--- src/rtl/tick_calc_pkg.sv ---
package tick_calc_pkg;

    localparam int PERIOD_W   = 32;
    localparam int FREQ_W     = 32;
    localparam int PROD_W     = PERIOD_W + FREQ_W;
    localparam int TICK_W     = 32;
    localparam int FIELD_W    = 16;
    localparam int PS_W       = FIELD_W + 1;
    localparam int WORD_W     = 2 * FIELD_W;
    localparam int SCALE_W    = 32;
    localparam int LAT_LIMIT  = 200;

    localparam logic [SCALE_W-1:0] NS_PER_SEC = 32'd1_000_000_000;

    typedef enum logic [1:0] {
        CS_IDLE,
        CS_MUL,
        CS_DIV_NS,
        CS_DIV_PS
    } calc_state_e;

    typedef struct packed {
        logic [FIELD_W-1:0] prescale;
        logic [FIELD_W-1:0] count;
    } timer_word_t;

    function automatic logic ticks_too_wide(input logic [PROD_W-1:0] t);
        return |t[PROD_W-1:TICK_W];
    endfunction

    function automatic logic [PS_W-1:0] prescale_of(input logic [TICK_W-1:0] t);
        return {1'b0, t[TICK_W-1:FIELD_W]} + PS_W'(1);
    endfunction

    function automatic timer_word_t pack_word(input logic [FIELD_W-1:0] ps,
                                              input logic [FIELD_W-1:0] cnt);
        timer_word_t w;
        w.prescale = ps;
        w.count    = cnt;
        return w;
    endfunction

endpackage

--- src/rtl/tc_shift_mul.sv ---
module tc_shift_mul #(
    parameter int A_W = 32,
    parameter int B_W = 32
) (
    input  logic               clk,
    input  logic               rst,
    input  logic               start,
    input  logic [A_W-1:0]     a,
    input  logic [B_W-1:0]     b,
    output logic               done,
    output logic [A_W+B_W-1:0] prod
);
    localparam int P_W = A_W + B_W;
    localparam int CW  = $clog2(B_W);

    logic [P_W-1:0] acc_q;
    logic [P_W-1:0] mcand_q;
    logic [B_W-1:0] mplr_q;
    logic [CW-1:0]  step_q;
    logic           run_q;
    logic           done_q;

    always_ff @(posedge clk) begin
        if (rst) begin
            acc_q   <= '0;
            mcand_q <= '0;
            mplr_q  <= '0;
            step_q  <= '0;
            run_q   <= 1'b0;
            done_q  <= 1'b0;
        end else begin
            done_q <= 1'b0;
            if (start) begin
                acc_q   <= '0;
                mcand_q <= P_W'(a);
                mplr_q  <= b;
                step_q  <= '0;
                run_q   <= 1'b1;
            end else if (run_q) begin
                if (mplr_q[0]) begin
                    acc_q <= acc_q + mcand_q;
                end
                mcand_q <= mcand_q << 1;
                mplr_q  <= mplr_q >> 1;
                if (step_q == CW'(B_W - 1)) begin
                    run_q  <= 1'b0;
                    done_q <= 1'b1;
                end else begin
                    step_q <= step_q + 1'b1;
                end
            end
        end
    end

    assign done = done_q;
    assign prod = acc_q;

endmodule

--- src/rtl/tc_restoring_div.sv ---
module tc_restoring_div #(
    parameter int NUM_W = 64,
    parameter int DEN_W = 32
) (
    input  logic             clk,
    input  logic             rst,
    input  logic             start,
    input  logic [NUM_W-1:0] num,
    input  logic [DEN_W-1:0] den,
    output logic             done,
    output logic [NUM_W-1:0] quo
);
    localparam int CW = $clog2(NUM_W);

    logic [NUM_W-1:0] quo_q;
    logic [DEN_W-1:0] rem_q;
    logic [DEN_W-1:0] den_q;
    logic [CW-1:0]    step_q;
    logic             run_q;
    logic             done_q;

    logic [DEN_W:0]   shifted;
    logic [DEN_W:0]   diff;
    logic             fits;

    always_comb begin
        shifted = {rem_q, quo_q[NUM_W-1]};
        diff    = shifted - {1'b0, den_q};
        fits    = ~diff[DEN_W];
    end

    always_ff @(posedge clk) begin
        if (rst) begin
            quo_q  <= '0;
            rem_q  <= '0;
            den_q  <= '0;
            step_q <= '0;
            run_q  <= 1'b0;
            done_q <= 1'b0;
        end else begin
            done_q <= 1'b0;
            if (start) begin
                quo_q  <= num;
                rem_q  <= '0;
                den_q  <= den;
                step_q <= '0;
                run_q  <= 1'b1;
            end else if (run_q) begin
                if (fits) begin
                    rem_q <= diff[DEN_W-1:0];
                end else begin
                    rem_q <= shifted[DEN_W-1:0];
                end
                quo_q <= {quo_q[NUM_W-2:0], fits};
                if (step_q == CW'(NUM_W - 1)) begin
                    run_q  <= 1'b0;
                    done_q <= 1'b1;
                end else begin
                    step_q <= step_q + 1'b1;
                end
            end
        end
    end

    assign done = done_q;
    assign quo  = quo_q;

endmodule

--- src/rtl/tick_word_calc.sv ---
module tick_word_calc
    import tick_calc_pkg::*;
(
    input  logic                clk,
    input  logic                rst,
    input  logic                start_i,
    input  logic [PERIOD_W-1:0] period_i,
    input  logic [FREQ_W-1:0]   freq_i,
    output logic                busy_o,
    output logic                done_o,
    output logic [WORD_W-1:0]   word_o,
    output logic                err_o
);
    calc_state_e        state_q;
    logic [FIELD_W-1:0] ps_q;
    timer_word_t        word_q;
    logic               err_q;
    logic               done_q;

    logic               mul_go, mul_done;
    logic [PROD_W-1:0]  mul_prod;
    logic               ns_go, ns_done;
    logic [PROD_W-1:0]  ns_quo;
    logic               ps_go, ps_done;
    logic [TICK_W-1:0]  ps_quo;
    logic [PS_W-1:0]    ps_next;
    logic               tick_ovf;

    always_comb begin
        tick_ovf = ticks_too_wide(ns_quo);
        ps_next  = prescale_of(ns_quo[TICK_W-1:0]);
        mul_go   = (state_q == CS_IDLE) && start_i;
        ns_go    = (state_q == CS_MUL) && mul_done;
        ps_go    = (state_q == CS_DIV_NS) && ns_done && !tick_ovf;
    end

    tc_shift_mul #(.A_W(PERIOD_W), .B_W(FREQ_W)) mul_i (
        .clk(clk), .rst(rst), .start(mul_go),
        .a(period_i), .b(freq_i),
        .done(mul_done), .prod(mul_prod)
    );

    tc_restoring_div #(.NUM_W(PROD_W), .DEN_W(SCALE_W)) div_ns_i (
        .clk(clk), .rst(rst), .start(ns_go),
        .num(mul_prod), .den(NS_PER_SEC),
        .done(ns_done), .quo(ns_quo)
    );

    tc_restoring_div #(.NUM_W(TICK_W), .DEN_W(PS_W)) div_ps_i (
        .clk(clk), .rst(rst), .start(ps_go),
        .num(ns_quo[TICK_W-1:0]), .den(ps_next),
        .done(ps_done), .quo(ps_quo)
    );

    always_ff @(posedge clk) begin
        if (rst) begin
            state_q <= CS_IDLE;
            ps_q    <= '0;
            word_q  <= '0;
            err_q   <= 1'b0;
            done_q  <= 1'b0;
        end else begin
            done_q <= 1'b0;
            case (state_q)
                CS_IDLE: begin
                    if (start_i) state_q <= CS_MUL;
                end
                CS_MUL: begin
                    if (mul_done) state_q <= CS_DIV_NS;
                end
                CS_DIV_NS: begin
                    if (ns_done) begin
                        if (tick_ovf) begin
                            state_q <= CS_IDLE;
                            err_q   <= 1'b1;
                            word_q  <= '0;
                            done_q  <= 1'b1;
                        end else begin
                            ps_q    <= ps_next[FIELD_W-1:0];
                            state_q <= CS_DIV_PS;
                        end
                    end
                end
                CS_DIV_PS: begin
                    if (ps_done) begin
                        state_q <= CS_IDLE;
                        done_q  <= 1'b1;
                        if (|ps_quo[TICK_W-1:FIELD_W]) begin
                            err_q  <= 1'b1;
                            word_q <= '0;
                        end else begin
                            err_q  <= 1'b0;
                            word_q <= pack_word(ps_q, ps_quo[FIELD_W-1:0]);
                        end
                    end
                end
                default: state_q <= CS_IDLE;
            endcase
        end
    end

    assign busy_o = (state_q != CS_IDLE);
    assign done_o = done_q;
    assign word_o = word_q;
    assign err_o  = err_q;

endmodule

--- config.mk ---
export PLATFORM = sky130hd
export DESIGN_NAME = tick_word_calc
export DESIGN_NICKNAME = d
export VERILOG_FILES = /design/src/rtl/tick_calc_pkg.sv /design/src/rtl/tc_shift_mul.sv /design/src/rtl/tc_restoring_div.sv /design/src/rtl/tick_word_calc.sv
export SDC_FILE = /design/constraint.sdc
export NUM_CORES = 1
export LEC_CHECK = 0
export ABC_CLOCK_PERIOD_IN_PS = 8400
export BUFFER_PORTS_ARGS = -buffer_cell sky130_fd_sc_hd__buf_2
export CAP_MARGIN = 20
export CELL_PAD_IN_SITES_DETAIL_PLACEMENT = 1
export CELL_PAD_IN_SITES_GLOBAL_PLACEMENT = 2
export CORE_MARGIN = 2
export CORE_UTILIZATION = 41
export DETAILED_ROUTE_END_ITERATION = 10
export PLACE_DENSITY_LB_ADDON = 0.3
export SLEW_MARGIN = 20
export SYNTH_ARGS = -nofsm -noshare
export SYNTH_HDL_FRONTEND = slang
export SYNTH_SLANG_ARGS = --single-unit
export TNS_END_PERCENT = 20
--- constraint.sdc ---
create_clock -name clk -period 8.4 [get_ports clk]
set_input_delay 0 -clock clk [delete_from_list [all_inputs] [get_ports clk]]
set_output_delay 0 -clock clk [all_outputs]
set_load 0.005 [all_outputs]
==> impl_metrics.tcl, run 1 <==
set metrics [dict create \
    relSlewSlack 0.323 \
    fin_setup_tns_ns 0 \
    crit_slowest_cell "a2111o_1" \
    die_width_um 231 \
    synthCells 2522 \
    critical_path_class "flop to flop" \
    antenna_found_initial 0 \
    cp.required_ns 8.83 \
    die-area_um2 53500 \
    drive_above_1_share 0.0928 \
    yosysMostFrequentCell "dfxtp_1" \
    netlist_area_um2 21200 \
    grt_max_degree 84 \
    p_per_area_nw_per_um2 176 \
    critical_path_buf_inv_count 2 \
    clock.fmax_mhz 274 \
    nets 2773 \
    crit_fanout 16 \
    slew_violations 0 \
    grt_overflow 0 \
    core_area_um2 51200 \
    drv_cap 0 \
    dp_hpwl_um 42600 \
    startpoint_type "flop" \
    rsz0062_at_grt "no" \
    postCtsSetupRepairBufs 0 \
    final_util 0.479 \
    yosysTopAreaCellShare 0.375 \
    finalWirelength_um 62800 \
    setup_slack_ns 4.76 \
    fillers 6011 \
    ctsRootBufferMaster "clkbuf_16" \
    route.detailed.drc 0 \
    yosys_warnings 0 \
    grt_pass1_vias 19076 \
    cts_buffers 47 \
    synth_edf_count 0 \
    arrival_ns 4.08 \
    period_share 0.434 \
    start_util 0.414 \
    fin_crit_ns 3.64 \
    mappedNetlistNets 2691 \
    rows 83 \
    pin_count 102 \
    yosys-top-cells-count "dfxtp_1, nor2_1, a21oi_1" \
    yosys_register_bits 397 \
    setup_viol 0 \
    dp_slack_ns 4.78 \
    synth_flop_cell "dfxtp_1" \
    leakagePower_uw 0.00958 \
    vdd_drop_max_mv 0.118 \
    outcome "complete, no violations" \
    via_count 18466 \
    wl_per_cell_um 18.9 \
    port_buffers 101 \
    via_per_inst 5.56 \
    min_path_type "input port to flop" \
    synth_area_leader_cell "dfxtp_1" \
    drt_iter0_markers 886 \
    die_h_um 231 \
    dr.pass1.iters 5 \
    area_growth_pct 15.9 \
    gp_congestion 0.901 \
    grt_pass1_wl_um 102000 \
    synth-seq-area-share 0.375 \
    num_antenna_cells 0 \
    crit_chain "inv_1, ha_1, a2111o_1, a21oi_2, o21ai_1, a211oi_2, o31ai_2, o21ai_2, xnor2_2, buf_4, and2_1, xnor2_1, a21oi_1" \
    tritoncts "done" \
    synth.distinct_cells 80 \
    holdBufCountCts 87 \
    worst_pin_slew_ns 1.02 \
    antenna_left 0 \
    end_kind "flop" \
    grt_use_total 0.232 \
    cpPeakStageDelay_ns 0.44 \
    synthArstFlopShare 0 \
    avgSynthCellArea_um2 8.40 \
    clock-sinks 397 \
    synth_area_leaders "dfxtp_1, mux2i_1, ha_1" \
    skew_ns 0.0155 \
    worst_skew_pair.late_latency_ns 0.59 \
    clockBufferDepth 3 \
    cts-resized-gates 0 \
    clkTransAtPathRegs_ns 0.06 \
    htree_num_levels 2 \
    cp_top_family "compound AO/OA/AOI/OAI gates" \
    hold_viol_final 0 \
]
==> kinds of logic (layout without fill, tap and decap cells) <==
kind of cell,after synthesis,after routing,synth area share
and+or+nand+nor,789,789,0.167
buffers and inverters,225,344,0.0407
adders and majority gates,102,102,0.0610
xor gates and xnor gates,109,109,0.0454
muxes,217,217,0.103
DFF,397,397,0.375
AOI/OAI and AO/OA,683,683,0.207
==> sequential cells by signal, indices dropped and copies added (netlist names), 2 cells and up <==
name and cells:
mul_i.mcand_q 64, word_o 32, state_q 2, mul_i.mplr_q 32, div_ns_i.rem_q 32, div_ns_i.step_q 6
mul_i.step_q 5, div_ns_i.quo 64, div_ps_i.step_q 5, div_ps_i.quo 32, ps_q 16, div_ps_i.den_q 17
div_ps_i.rem_q 17, mul_i.prod 64
==> placed cells by master, fill, tap and decap left out, drive strengths merged, types with 5 or more instances in the layout <==
cell type	Yosys	routed
dlygate4sd3	0	87
nor4	18	18
inv	49	51
buf	32	122
a21oi	251	251
or3	12	12
ha	100	100
nand3b	7	7
o31ai	5	5
xor2	51	51
clkinv	0	9
a21boi	17	17
nand2b	12	12
o211ai	11	11
nor3	25	25
a211oi	166	166
a41oi	5	5
o21bai	13	13
dfxtp	397	397
nand3	81	81
o21ai	104	104
clkbuf	144	68
a21o	36	36
o21a	24	24
xnor2	58	58
or2	9	9
and2	7	7
nor2b	19	19
or4	5	5
and3	16	16
mux2i	216	216
a31oi	14	14
nor2	303	303
nand4	28	28
nand2	235	235
==> power by group <==
group	internal, uW	switching [uW]
clock	1260	844
combinational	116	153
sequential	1910	33.5
total	3290	1030
==> stage by stage <==
stage               cell area (um^2)  instances  power, uW  hold slack, ns
floorplan                      21200       2522       2140           0.136
global placement               22100       3148       2210           0.242
detailed placement             22100       3148       2220           0.263
CTS                            24500       3321       4370           0.217
global route                   24500       3321       4480           0.265
finish                         24500       3321       4320           0.253
==> final timing paths <==
| kind | start | to | slack (ns) | cells past startpoint |
|---|---|---|---|---|
| setup / recovery | div_ns_i.den_q[9] | div_ns_i.rem_q[12] | 4.76 | 13 |
| hold / removal | period_i[29] | mul_i.mcand_q[29] | 0.25 | 4 |
| setup reg to reg | div_ns_i.den_q[9] | div_ns_i.rem_q[12] | 4.76 | 13 |
| hold reg to reg | word_o[18] | word_o[18] | 0.45 | 2 |
==> routing by layer <==
layer | wire length, um | track usage | vias up
li1 | - | - | 9167
met1 | 30300 | 0.316 | 9016
met2 | 29500 | 0.387 | 206
met3 | 1760 | 0.0279 | 77
met4 | 1170 | 0.0607 | 0
met5 | 0 | 0 | -
==> worst min-delay path, cell delays in order <==
cell	delay [ns]
dlygate4sd3_1	0.53
buf_2	0.12
nor2_1	0.09
a211oi_1	0.05
==> final cells by class <==
type,count,area (um^2),area share
Inverter,49,184,0.00750
Clock inverter,18,239,0.00974
Sequential cell,397,7960,0.324
Multi-Input combinational cell,1900,12400,0.505
Timing Repair Buffer,209,1540,0.0628
Clock buffer,68,1370,0.0556
Tap cell,680,851,0.0347
No activity file was read; power rests on OpenSTA's default activity.
==> inputs of run 2 (changes only) <==
ABC_CLOCK_PERIOD_IN_PS = 3700   (was 8400)
CORE_UTILIZATION = 38   (was 41)
clock period = 3.7 ns   (was 8.4 ns; I/O delays follow)
==> run 2 against run 1 <==
Maximum frequency up 4.5%; cell count up 2.2%; clock-buffer cell count up 4; wire length down 0.37%; sequential share of layout area down 0.20 points; register-to-register slack worse by 4.5 ns; power up 130%; core utilization down 3.1 points; first-iteration DRC count down 5.9%; non-clock buffer count up 5; critical path type unchanged; largest power group unchanged.
==> impl_metrics.tcl, run 2 (synthesis results as in run 1) <==
set metrics [dict create \
    outcome "complete, no violations" \
    clkTransAtPathRegs_ns 0.06 \
    worst_skew_pair.late_latency_ns 0.60 \
    startpoint_type "flop" \
    rows 86 \
    route.detailed.drc 0 \
    wl_per_cell_um 18.4 \
    final_common_cell "dfxtp_1" \
    ctsRootBufferMaster "clkbuf_16" \
    busiest_layer "met2" \
    postCtsSetupRepairBufs 0 \
    arrival_ns 4.02 \
    critical_path_class "flop to flop" \
    via_count 18449 \
    start_util 0.384 \
    die_h_um 240 \
    cts_buffers 47 \
    grt_use_met1 0.294 \
    crit_fanout 5 \
    clockBufferDepth 3 \
    grtUsageMet2 0.358 \
    use_met3 0.0273 \
    antenna_left 0 \
    area_growth_pct 16.6 \
    dr.pass1.iters 5 \
    mostFrequentLayoutCells "dfxtp_1, nor2_1, a21oi_1" \
    skew_ns 0.0215 \
    nets 2778 \
    drt_iter0_markers 834 \
    relSlewSlack 0.347 \
    grt_pass1_vias 19094 \
    cp.required_ns 4.24 \
    core_area_um2 55100 \
    tritoncts "done" \
    fin_cells 3395 \
    drv_cap 0 \
    grt_overflow 0 \
    clock.fmax_mhz 287 \
    dp_hpwl_um 43700 \
    leakagePower_uw 0.00959 \
    htree_num_levels 2 \
    slew_violations 0 \
    period_share 0.942 \
    fin_setup_tns_ns 0 \
    antenna_found_initial 2 \
    worst_pin_slew_ns 0.979 \
    grt_max_degree 90 \
    gp_congestion 0.885 \
    end_kind "flop" \
    power_uw 9830 \
    dp.cells 3229 \
    die_width_um 240 \
    setup_viol 0 \
    port_buffers 101 \
    die-area_um2 57600 \
    fin_crit_ns 3.49 \
    dp_slack_ns 0.229 \
    setup_slack_ns 0.213 \
    via_per_inst 5.43 \
    finalWirelength_um 62500 \
    pin_count 102 \
    drive_above_1_share 0.0972 \
    vdd_drop_max_mv 0.345 \
    min_path_type "input port to flop" \
    grt_pass1_wl_um 101000 \
    p_per_area_nw_per_um2 398 \
    grt_use_total 0.216 \
    whs_ns 0.234 \
    hold_viol_final 0 \
    clock-sinks 397 \
    rsz0062_at_grt "no" \
]
==> run 2: final timing paths <==
path                    startpoint         endpoint  slack (ns)  depth (start not counted)
setup / recovery  mul_i.mcand_q[0]   mul_i.prod[58]        0.21                         13
hold / removal           freq_i[9]  mul_i.mplr_q[9]        0.23                          4
setup reg to reg  mul_i.mcand_q[0]   mul_i.prod[58]        0.21                         13
hold reg to reg         word_o[21]       word_o[21]        0.45                          2
==> run 2: cell type report <==
cell class              count  area (um^2)
inverters                  49          184
diodes                      2         5.00
clock inverters            13          210
flip-flops and latches    397         7960
fillers                  6518        30400
multi-input cells        1900        12400
clock buffers              72         1400
well taps                 748          936
repair buffers            214         1600
==> run 2: critical path, cell delays in order, from the launching register on <==
cell,delay [ns]
dfxtp_1,0.33
ha_1,0.24
fa_1,0.41
a21oi_1,0.22
o21ai_1,0.14
o21ai_1,0.25
o21ba_2,0.27
o31ai_4,0.11
a21bo_4,0.26
a211o_1,0.33
a31oi_1,0.31
o21bai_1,0.13
or3_1,0.35
nand3_1,0.08
==> run 2: metrics by stage <==
stage	instance area (um^2)	util
finish	24700	0.448
floorplan	21200	-
global placement	22300	0.404
CTS	24700	0.448
detailed placement	22300	0.404
global route	24700	0.448
==> run 2: power by group <==
| part | total (uW) | internal, uW | switching (uW) |
|---|---|---|---|
| logic | 603 | 255 | 348 |
| registers | 4410 | 4340 | 66.7 |
| clock network | 4820 | 2890 | 1930 |
==> run 2: what timing repair did <==
action,in CTS,in global routing
setup endpoints to repair,0,1
hold buffers,79,0
hold endpoints to repair,121,0
gates resized for setup,0,1
==> run 2: metal layers <==
| metal | routed length, um | up-vias | share of wire |
|---|---|---|---|
| li1 | - | 9190 | - |
| met1 | 30300 | 8960 | 0.48 |
| met2 | 28900 | 219 | 0.46 |
| met3 | 2090 | 80 | 0.033 |
| met4 | 1240 | 0 | 0.020 |
| met5 | 0 | - | 0 |
==> inputs of run 3 (changes only) <==
--- a/config.mk
+++ b/config.mk
@@ -15,2 +15,3 @@
 export DETAILED_ROUTE_END_ITERATION = 10
+export GPL_ROUTABILITY_DRIVEN = 1
 export PLACE_DENSITY_LB_ADDON = 0.3
==> constraint.sdc (replaced) <==
create_clock -name clk -period 3.7 [get_ports clk]
set_input_delay 0.185 -clock clk [delete_from_list [all_inputs] [get_ports clk]]
set_output_delay 0.185 -clock clk [all_outputs]
set_load 0.005 [all_outputs]
==> run 3 against run 2 <==
Power up 0.39%; sequential power about the same; sequential share of layout area up 0.16 points; register-to-register slack about the same; non-clock buffer count down 16; worst setup slack worse by 0.0066 ns; highest routed layer unchanged.
==> impl_metrics.tcl, run 3 (synthesis results as in run 1) <==
set metrics [dict create \
    outcome "complete, no violations" \
    num_antenna_cells 0 \
    hold_viol_final 0 \
    grt_pass1_wl_um 101000 \
    final_common_cell "dfxtp_1" \
    critical_path_class "flop to flop" \
    worstReg2RegStart "mul_i.mcand_q[0]" \
    min_path_type "input port to flop" \
    clkTransAtPathRegs_ns 0.06 \
    finalWirelength_um 61900 \
    drt_iter0_markers 814 \
    arrival_ns 4.03 \
    dp_hpwl_um 43800 \
    antenna_found_initial 0 \
    p_sw_uw 2370 \
    slew_violations 0 \
    die-area_um2 57600 \
    holdCritStartpoint "rst" \
    worst_skew_pair.late_latency_ns 0.60 \
    p_sw_frac 0.240 \
    pwr-share-clk 0.494 \
    pin_count 102 \
    antenna_left 0 \
    whs_ns 0.0694 \
    nets 2762 \
    intPower_uw 7510 \
    drv_cap 0 \
    crit_fanout 5 \
    grt_use_total 0.214 \
    skew_ns 0.0244 \
    wl_per_cell_um 18.3 \
    tritoncts "done" \
    grt_max_degree 97 \
    cp.required_ns 4.24 \
    area_growth_pct 16.0 \
    rows 86 \
    setup_viol 0 \
    clock-sinks 397 \
    period_share 0.944 \
    start_util 0.384 \
    core_area_um2 55100 \
    crit_start "mul_i.mcand_q[0]" \
    grt_pass1_vias 18884 \
    via_count 18420 \
    fillers 6542 \
    gp_congestion 0.889 \
    fin_crit_ns 3.49 \
    end_kind "flop" \
    die_width_um 240 \
    route.detailed.drc 0 \
    startpoint_type "flop" \
    cts_buffers 47 \
    ctsRootBufferMaster "clkbuf_16" \
    clockBufferDepth 3 \
    htree_num_levels 2 \
    dp.cells 3229 \
    fin_setup_tns_ns 0 \
    pwr-share-seq 0.447 \
    vdd_drop_max_mv 0.369 \
    worst_pin_slew_ns 0.850 \
    clock.fmax_mhz 286 \
    grt_overflow 0 \
    dr.pass1.iters 5 \
    power_uw 9870 \
    via_per_inst 5.45 \
    relSlewSlack 0.433 \
    fin_cells 3379 \
    leakagePower_uw 0.00955 \
    port_buffers 101 \
    p_per_area_nw_per_um2 402 \
    die_h_um 240 \
    rsz0062_at_grt "no" \
    postCtsSetupRepairBufs 0 \
    combPwrFrac 0.059 \
    drive_above_1_share 0.101 \
    mostFrequentLayoutCells "dfxtp_1, nor2_1, a21oi_1" \
]
run 3: cell types whose count changed in the layout (fill, tap and decap cells not counted), moves of 2 or more:
cell	previous run	this run
clkbuf_1	12	5
clkbuf_8	13	16
clkinv_2	4	10
clkinv_4	0	2
diode_2	2	0
dlygate4sd3_1	79	63
run 3: per-stage QoR:
| step | utilization | worst slack (ns) | area (um^2) |
|---|---|---|---|
| after floorplan | - | 0.589 | 21200 |
| after global placement | 0.404 | 0.298 | 22300 |
| after detailed placement | 0.404 | 0.225 | 22300 |
| after CTS | 0.446 | 0.190 | 24600 |
| after global routing | 0.446 | 0.0541 | 24600 |
| final | 0.446 | 0.207 | 24600 |
run 3: cell type report:
cell class	instances	area [um^2]	area share
clock buffers	69	1440	0.0586
multi-input cells	1900	12400	0.505
inverters	49	184	0.00749
repair buffers	198	1440	0.0584
well taps	748	936	0.0381
clock inverters	18	215	0.00876
flip-flops and latches	397	7960	0.324
run 3: critical path: stages, from the launching register on:
cell and delay, ns:
dfxtp_1 0.34, ha_1 0.24, fa_1 0.42, a21oi_1 0.22, o21ai_1 0.14, o21ai_1 0.25, o21ba_2 0.28, o31ai_4 0.11
a21bo_4 0.25, a211o_1 0.34, a31oi_1 0.29, o21bai_1 0.12, or3_1 0.35, nand3_1 0.08
run 3: final timing paths:
path,depth (start not counted),end,slack [ns]
worst min-delay path,2,word_o[13],0.07
worst max-delay path,13,mul_i.prod[58],0.21
worst min register to register,2,word_o[22],0.45
worst max register to register,13,mul_i.prod[58],0.21
run 3: per-layer routing:
layer  wire length, um  part of all wire  GRT usage
met5                 0                 0          0
met1             30200              0.49      0.290
met4               982             0.016     0.0489
met2             29100              0.47      0.364
met3              1630             0.026     0.0254
run 3: repair_timing:
action | in CTS | in global routing
gates resized for setup | 0 | 1
hold buffers | 63 | 0
hold endpoints to repair | 63 | 0
setup endpoints to repair | 0 | 1
run 3: power groups by stage:
stage / clock, uW / sequential, uW / combinational, uW
after floorplan: 0 / 4470 / 390
after global placement: 0 / 4500 / 518
after detailed placement: 0 / 4500 / 528
after CTS: 5030 / 4410 / 583
after global routing: 5210 / 4420 / 640
final: 4880 / 4410 / 582
